## config.mk

```make
export PLATFORM = sky130hd
export DESIGN_NAME = adc_serial_reader
export DESIGN_NICKNAME = d
export VERILOG_FILES = /design/src/rtl/adc_rd_pkg.sv /design/src/rtl/adc_rd_ctrl.sv /design/src/rtl/adc_rd_datapath.sv /design/src/rtl/adc_serial_reader.sv
export SDC_FILE = /design/constraint.sdc
export NUM_CORES = 1
export LEC_CHECK = 0
export ABC_AREA = 1
export BUFFER_PORTS_ARGS = -buffer_cell sky130_fd_sc_hd__buf_2
export CAP_MARGIN = 20
export CORE_MARGIN = 2
export CORE_UTILIZATION = 55
export CTS_CLUSTER_DIAMETER = 40
export DETAILED_ROUTE_END_ITERATION = 7
export GPL_TIMING_DRIVEN = 0
export PLACE_DENSITY = 0.76
export SLEW_MARGIN = 20
export SYNTH_ARGS = -nofsm -noshare
export SYNTH_HDL_FRONTEND = slang
export SYNTH_SLANG_ARGS = --single-unit
```

## constraint.sdc

```tcl
create_clock -name clk -period 2 [get_ports clk]
set_clock_uncertainty 0.15 [all_clocks]
set_input_delay 0.3 -clock clk [delete_from_list [all_inputs] [get_ports clk]]
set_output_delay 0.3 -clock clk [all_outputs]
set_load 0.02 [all_outputs]
```

## src/rtl/adc_rd_pkg.sv

```systemverilog
package adc_rd_pkg;

  typedef struct packed {
    logic clear;
    logic shift;
    logic publish;
    logic wide;
  } rdStrobe_t;

  typedef enum logic [2:0] {
    ST_POWERUP,
    ST_IDLE,
    ST_CONV,
    ST_SHIFT,
    ST_RECOVER,
    ST_ACQ
  } rdState_t;

  function automatic int maxInt(input int a, input int b);
    return (a > b) ? a : b;
  endfunction

endpackage

```

## src/rtl/adc_rd_ctrl.sv

```systemverilog
module adc_rd_ctrl
  import adc_rd_pkg::*;
#(
  parameter int HALF_CYC     = 24,
  parameter int POWERUP_CYC  = 1000,
  parameter int CS_HIGH_CYC  = 24,
  parameter int ACQ_CYC      = 150,
  parameter int TIMEOUT_CYC  = 1000,
  parameter int SETTLE_CYC   = 3,
  parameter int FRAME_NARROW = 13,
  parameter int FRAME_WIDE   = 16
) (
  input  logic      clk,
  input  logic      rstN,
  input  logic      startReq,
  input  logic      byteMode,
  input  logic      sdiSync,
  output logic      csN,
  output logic      sclk,
  output logic      busy,
  output logic      timeoutErr,
  output rdStrobe_t strobe
);

  localparam int MAX_WAIT = maxInt(maxInt(maxInt(POWERUP_CYC, TIMEOUT_CYC),
                                          maxInt(ACQ_CYC, CS_HIGH_CYC)),
                                   maxInt(HALF_CYC, SETTLE_CYC));
  localparam int CNT_W = $clog2(MAX_WAIT + 1);
  localparam int BIT_W = $clog2(FRAME_WIDE + 1);
  localparam logic [CNT_W-1:0] PUP_LAST  = CNT_W'(POWERUP_CYC - 1);
  localparam logic [CNT_W-1:0] HALF_LAST = CNT_W'(HALF_CYC - 1);
  localparam logic [CNT_W-1:0] CSH_LAST  = CNT_W'(CS_HIGH_CYC - 1);
  localparam logic [CNT_W-1:0] ACQ_LAST  = CNT_W'(ACQ_CYC - 1);
  localparam logic [CNT_W-1:0] TOUT_LAST = CNT_W'(TIMEOUT_CYC - 1);
  localparam logic [CNT_W-1:0] SETTLE_N  = CNT_W'(SETTLE_CYC);
  localparam logic [BIT_W-1:0] NARROW_N  = BIT_W'(FRAME_NARROW);
  localparam logic [BIT_W-1:0] WIDE_N    = BIT_W'(FRAME_WIDE);

  rdState_t         state;
  logic [CNT_W-1:0] cnt;
  logic [BIT_W-1:0] bitCnt;
  logic             wideQ;

  logic phaseEnd;
  logic lastBit;
  logic eocSeen;
  logic timeoutHit;

  assign phaseEnd   = (state == ST_SHIFT) && (cnt == HALF_LAST);
  assign lastBit    = bitCnt == (wideQ ? WIDE_N : NARROW_N);
  assign eocSeen    = (state == ST_CONV) && (cnt >= SETTLE_N) && sdiSync;
  assign timeoutHit = (state == ST_CONV) && !eocSeen && (cnt == TOUT_LAST);
  assign busy       = (state != ST_IDLE);

  always_comb begin
    strobe         = '0;
    strobe.wide    = wideQ;
    strobe.clear   = (state == ST_IDLE) && startReq;
    strobe.shift   = phaseEnd && !sclk && !lastBit;
    strobe.publish = phaseEnd && !sclk && lastBit;
  end

  always_ff @(posedge clk or negedge rstN) begin
    if (!rstN) begin
      state      <= ST_POWERUP;
      cnt        <= '0;
      bitCnt     <= '0;
      wideQ      <= 1'b0;
      csN        <= 1'b1;
      sclk       <= 1'b0;
      timeoutErr <= 1'b0;
    end else begin
      timeoutErr <= 1'b0;
      unique case (state)
        ST_POWERUP: begin
          if (cnt == PUP_LAST) begin
            state <= ST_IDLE;
            cnt   <= '0;
          end else begin
            cnt <= cnt + 1'b1;
          end
        end
        ST_IDLE: begin
          if (startReq) begin
            csN   <= 1'b0;
            wideQ <= byteMode;
            cnt   <= '0;
            state <= ST_CONV;
          end
        end
        ST_CONV: begin
          if (eocSeen) begin
            state  <= ST_SHIFT;
            cnt    <= '0;
            bitCnt <= '0;
          end else if (timeoutHit) begin
            csN        <= 1'b1;
            timeoutErr <= 1'b1;
            cnt        <= '0;
            state      <= ST_ACQ;
          end else begin
            cnt <= cnt + 1'b1;
          end
        end
        ST_SHIFT: begin
          if (phaseEnd) begin
            cnt <= '0;
            if (sclk) begin
              sclk <= 1'b0;
            end else if (lastBit) begin
              csN   <= 1'b1;
              state <= ST_RECOVER;
            end else begin
              sclk   <= 1'b1;
              bitCnt <= bitCnt + 1'b1;
            end
          end else begin
            cnt <= cnt + 1'b1;
          end
        end
        ST_RECOVER: begin
          if (cnt == CSH_LAST) begin
            state <= ST_IDLE;
            cnt   <= '0;
          end else begin
            cnt <= cnt + 1'b1;
          end
        end
        ST_ACQ: begin
          if (cnt == ACQ_LAST) begin
            state <= ST_IDLE;
            cnt   <= '0;
          end else begin
            cnt <= cnt + 1'b1;
          end
        end
        default: state <= ST_IDLE;
      endcase
    end
  end

endmodule

```

## src/rtl/adc_rd_datapath.sv

```systemverilog
module adc_rd_datapath
  import adc_rd_pkg::*;
#(
  parameter int RES_W       = 12,
  parameter int FRAME_WIDE  = 16,
  parameter int SYNC_STAGES = 2
) (
  input  logic             clk,
  input  logic             rstN,
  input  logic             sdiIn,
  input  rdStrobe_t        strobe,
  output logic             sdiSync,
  output logic [RES_W-1:0] result,
  output logic             resultValid,
  output logic             frameErr
);

  logic [FRAME_WIDE-1:0] shreg;
  logic [RES_W-1:0]      pickData;
  logic                  pickLead;

  generate
    if (SYNC_STAGES == 1) begin : g_sync1
      logic syncQ;
      always_ff @(posedge clk or negedge rstN) begin
        if (!rstN) syncQ <= 1'b0;
        else       syncQ <= sdiIn;
      end
      assign sdiSync = syncQ;
    end else begin : g_syncN
      logic [SYNC_STAGES-1:0] syncQ;
      always_ff @(posedge clk or negedge rstN) begin
        if (!rstN) syncQ <= '0;
        else       syncQ <= {syncQ[SYNC_STAGES-2:0], sdiIn};
      end
      assign sdiSync = syncQ[SYNC_STAGES-1];
    end
  endgenerate

  always_comb begin
    if (strobe.wide) begin
      pickData = shreg[FRAME_WIDE-2 -: RES_W];
      pickLead = shreg[FRAME_WIDE-1];
    end else begin
      pickData = shreg[RES_W-1:0];
      pickLead = shreg[RES_W];
    end
  end

  always_ff @(posedge clk or negedge rstN) begin
    if (!rstN) begin
      shreg       <= '0;
      result      <= '0;
      resultValid <= 1'b0;
      frameErr    <= 1'b0;
    end else begin
      resultValid <= 1'b0;
      frameErr    <= 1'b0;
      if (strobe.clear) begin
        shreg <= '0;
      end else if (strobe.shift) begin
        shreg <= {shreg[FRAME_WIDE-2:0], sdiSync};
      end
      if (strobe.publish) begin
        result      <= pickData;
        resultValid <= 1'b1;
        frameErr    <= !pickLead;
      end
    end
  end

endmodule

```

## src/rtl/adc_serial_reader.sv

```systemverilog
module adc_serial_reader
  import adc_rd_pkg::*;
#(
  parameter int RES_W           = 12,
  parameter int HALF_CYC        = 24,
  parameter bit USE_INT_REF     = 1'b1,
  parameter int POWERUP_INT_CYC = 2_000_000,
  parameter int POWERUP_EXT_CYC = 1_000,
  parameter int CS_HIGH_CYC     = 24,
  parameter int ACQ_CYC         = 150,
  parameter int EOC_TIMEOUT_CYC = 1_000,
  parameter int SYNC_STAGES     = 2
) (
  input  logic             clk,
  input  logic             rstN,
  input  logic             startReq,
  input  logic             byteMode,
  input  logic             sdi,
  output logic             csN,
  output logic             sclk,
  output logic [RES_W-1:0] result,
  output logic             resultValid,
  output logic             frameErr,
  output logic             timeoutErr,
  output logic             busy
);

  localparam int FRAME_NARROW = RES_W + 1;
  localparam int FRAME_WIDE   = ((RES_W + 1 + 7) / 8) * 8;
  localparam int POWERUP_CYC  = USE_INT_REF ? POWERUP_INT_CYC : POWERUP_EXT_CYC;
  localparam int SETTLE_CYC   = SYNC_STAGES + 1;

  rdStrobe_t strobe;
  logic      sdiSync;

  adc_rd_ctrl #(
    .HALF_CYC    (HALF_CYC),
    .POWERUP_CYC (POWERUP_CYC),
    .CS_HIGH_CYC (CS_HIGH_CYC),
    .ACQ_CYC     (ACQ_CYC),
    .TIMEOUT_CYC (EOC_TIMEOUT_CYC),
    .SETTLE_CYC  (SETTLE_CYC),
    .FRAME_NARROW(FRAME_NARROW),
    .FRAME_WIDE  (FRAME_WIDE)
  ) u_ctrl (
    .clk       (clk),
    .rstN      (rstN),
    .startReq  (startReq),
    .byteMode  (byteMode),
    .sdiSync   (sdiSync),
    .csN       (csN),
    .sclk      (sclk),
    .busy      (busy),
    .timeoutErr(timeoutErr),
    .strobe    (strobe)
  );

  adc_rd_datapath #(
    .RES_W      (RES_W),
    .FRAME_WIDE (FRAME_WIDE),
    .SYNC_STAGES(SYNC_STAGES)
  ) u_dp (
    .clk        (clk),
    .rstN       (rstN),
    .sdiIn      (sdi),
    .strobe     (strobe),
    .sdiSync    (sdiSync),
    .result     (result),
    .resultValid(resultValid),
    .frameErr   (frameErr)
  );

endmodule

```

==> results.cfg <==
[status]
status = completed

[global_routing]
grt_pass1_wl_mm = 14.8
antenna_found_initial = 0
grt_usage_pct = 24.1
overflow = 0
grt_max_degree = 46
grt_pass1_vias = 3173

[synth]
ys_types = 34
ys.flop_type = dfrtp_1
yosysMostFrequentCell = nand2_1
synth_top_area_cell = dfrtp_1
syn_area_mm2 = 0.00403
synthCells = 528
synth_commonest_cells = nand2_1, dfrtp_1, nor2_1, inv_1, nand3_1
ys.warnings.count = 0
async_flop_share_pct = 100
synth_seq_cells = 65
synth_edf_count = 0
ys_seq_area_share_pct = 40.4
avgSynthCellArea_um2 = 7.63
synth_nets = 536
netlist.area_leader.share_pct = 39.7
synth_area_leaders = dfrtp_1, nand2_1, o21ai_2

[critical_path]
critPathCaptureType = flop
cp_max_fo = 5
critPathArrivalTime_ns = 2.04
r2r_slack_ns = 0.06
max_stage_delay_ns = 0.43
crit_required_ns = 2.10
r2r-start = u_ctrl.cnt[1]
path_delay_family = simple AND/OR/NAND/NOR gates
crit_buf_inv = 2
r2r_end = u_ctrl.cnt[13]
crit_type = flop to flop
cp_slowest_cell = dfrtp_1
path_cells = ha_4 > nand2_2 > inv_2 > nand2_4 > nor2_4 > nand3_4 > a21oi_4 > nand3_4 > buf_4 > nand3_1 > nand2_1
path_common_cell = nand3_4
setup.worst_path.start_class = flop
reg2reg_depth = 11

[place]
placedCellCount = 650
hpwlAfterDp_mm = 6.55
globalplace.congestion = 0.954
dpl_cell_area_mm2 = 0.00429
numPortBuffers = 22
pre_cts_slack_ns = -0.124

[routing]
vias = 3640
drt_iter0_drc = 264
routed_wl_mm = 9.74
drc = 0
first_pass_iters = 5
post_drt_wl_per_cell_um = 14.3
viasPerCell = 5.35
ant_nets = 0

[worst_hold_path]
min_path_type = input port to flop
hold_end = u_ctrl.wideQ
min_from = byteMode
hold_depth = 3

[timing]
fin_ws_ns = 0.0597
relSlewSlack_pct = 73.5
rsz0062_at_grt = true
worst_pin_slew_ns = 0.397
fin_crit_sh_pct = 97.0
fmax_mhz = 515
drv_slew = 0
fin_crit_ns = 1.94
hold_viol = 0
setup_violations = 0

[finish]
nets = 585
final_area_mm2 = 0.00479
area_growth_pct = 18.9
drive_above_1_share_pct = 28.2
antenna-diode-count = 0
fin_cells = 681

[clock_network]
htreeDepth = 3
clk_latency_ns = 0.36
clk_pin_slew_worst_paths_ns = 0.08
clockRootBuffer = clkbuf_8
clock_sinks = 65
cts_buffers = 9
clockBufferDepth = 2
cts_tree = built

[die]
rows = 31
core_area_mm2 = 0.00718
dieHeight_um = 89.6
io-pin-count = 23
die-width_um = 89.6
initial_utilization_pct = 56.2
die_area_mm2 = 0.00803

[pwr]
p_per_area_mw_per_mm2 = 554
leakagePower_nw = 2.45
power.total_mw = 2.66
ir_drop_v = 0.000448

[flow_run]
maxCapViolCount = 0
-- placed cells by master, fill, tap and decap left out, types with 9 or more instances in the layout --
cell type | synthesis | final
dfrtp_1 | 64 | 60
buf_4 | 3 | 13
o21ai_0 | 17 | 17
buf_6 | 9 | 11
o21ai_1 | 17 | 17
nand3_1 | 37 | 36
nor2_1 | 55 | 53
nand2_1 | 154 | 150
clkbuf_8 | 0 | 9
xor2_1 | 10 | 10
inv_1 | 45 | 43
nor2_4 | 6 | 10
nand3_2 | 13 | 11
inv_2 | 11 | 13
buf_2 | 1 | 22
o21ai_2 | 27 | 25
-- kinds of logic (layout without fill, tap and decap cells) --
family                   after synthesis  in the layout  synth area share [%]
AND/OR/NAND/NOR                      307            307                  35.8
buffers and inverters                 75            129                  9.03
AO/OA/AOI/OAI                         68             68                  11.7
flip-flops                            65             65                  40.4
XOR/XNOR                              10             10                  2.17
adder cells (fa/ha/maj)                3              3                 0.931
-- worst register-to-register path: stages, from the launching register on --
cell	delay [ns]
dfrtp_1	0.43
ha_4	0.19
nand2_2	0.07
inv_2	0.09
nand2_4	0.06
nor2_4	0.12
nand3_4	0.11
a21oi_4	0.18
nand3_4	0.13
buf_4	0.19
nand3_1	0.07
nand2_1	0.05
-- sequential cells by signal (all words and copies together) (netlist names) --
| name | cells |
|---|---|
| u_ctrl.sclk | 1 |
| u_dp.resultValid | 1 |
| u_dp.frameErr | 1 |
| u_ctrl.cnt | 21 |
| u_dp.shreg | 16 |
| u_ctrl.wideQ | 1 |
| u_ctrl.timeoutErr | 1 |
| u_dp.g_syncN.syncQ | 2 |
| u_ctrl.state | 3 |
| u_ctrl.bitCnt | 5 |
| u_dp.result | 12 |
| u_ctrl.csN | 1 |
-- layer usage --
layer / vias to the layer above / global-route usage (%) / share of wire (%)
li1: 1778 / - / -
met1: 1715 / 34.6 / 46
met2: 128 / 36.8 / 46
met3: 19 / 4.02 / 5.8
met4: 0 / 8.68 / 2.1
met5: - / 0 / 0
-- report_power, final --
part	total (mW)	internal, mW	switching [mW]
logic	0.0403	0.0118	0.0286
clock network	1.30	0.716	0.585
registers	1.32	1.31	0.000430
-- how the worst max path moves through the flow --
stage | from | to | cells after the start
finish | u_ctrl.cnt[1] | u_ctrl.cnt[13] | 11
floorplan | u_ctrl.cnt[0] | u_ctrl.cnt[7] | 11
global route | u_ctrl.cnt[0] | u_ctrl.cnt[13] | 10
global placement | u_ctrl.cnt[0] | u_ctrl.cnt[0] | 11
CTS | u_ctrl.cnt[1] | u_ctrl.cnt[4] | 11
detailed placement | u_ctrl.cnt[0] | u_ctrl.cnt[4] | 11
-- repair_timing --
action                     4_1_cts  5_1_grt
pin swaps                        0        8
buffers inserted                 1        8
gates resized for setup          1       41
hold endpoints to repair        57        0
setup endpoints to repair       38       40
hold buffers                     2        0
gates cloned                     0        4
-- per-stage QoR --
step | utilization, % | hold WS [ns] | TNS (ns)
after detailed placement | 59.8 | 0.0590 | -2.16
after global placement | 59.4 | 0.182 | -1.62
after CTS | 63.4 | 0.0333 | 0
after floorplan | - | -0.146 | 0
final | 66.8 | 0.0384 | 0
after global routing | 66.8 | 0.0432 | -0.525
-- layout make-up --
cell class / count / area (um^2)
fillers: 593 / 2380
multi-input cells: 388 / 2150
flip-flops and latches: 65 / 1630
repair buffers: 38 / 283
inverters: 59 / 226
plain buffers: 16 / 149
clock buffers: 9 / 124
well taps: 99 / 124
clock inverters: 7 / 103
No activity file was read; power rests on OpenSTA's default activity.
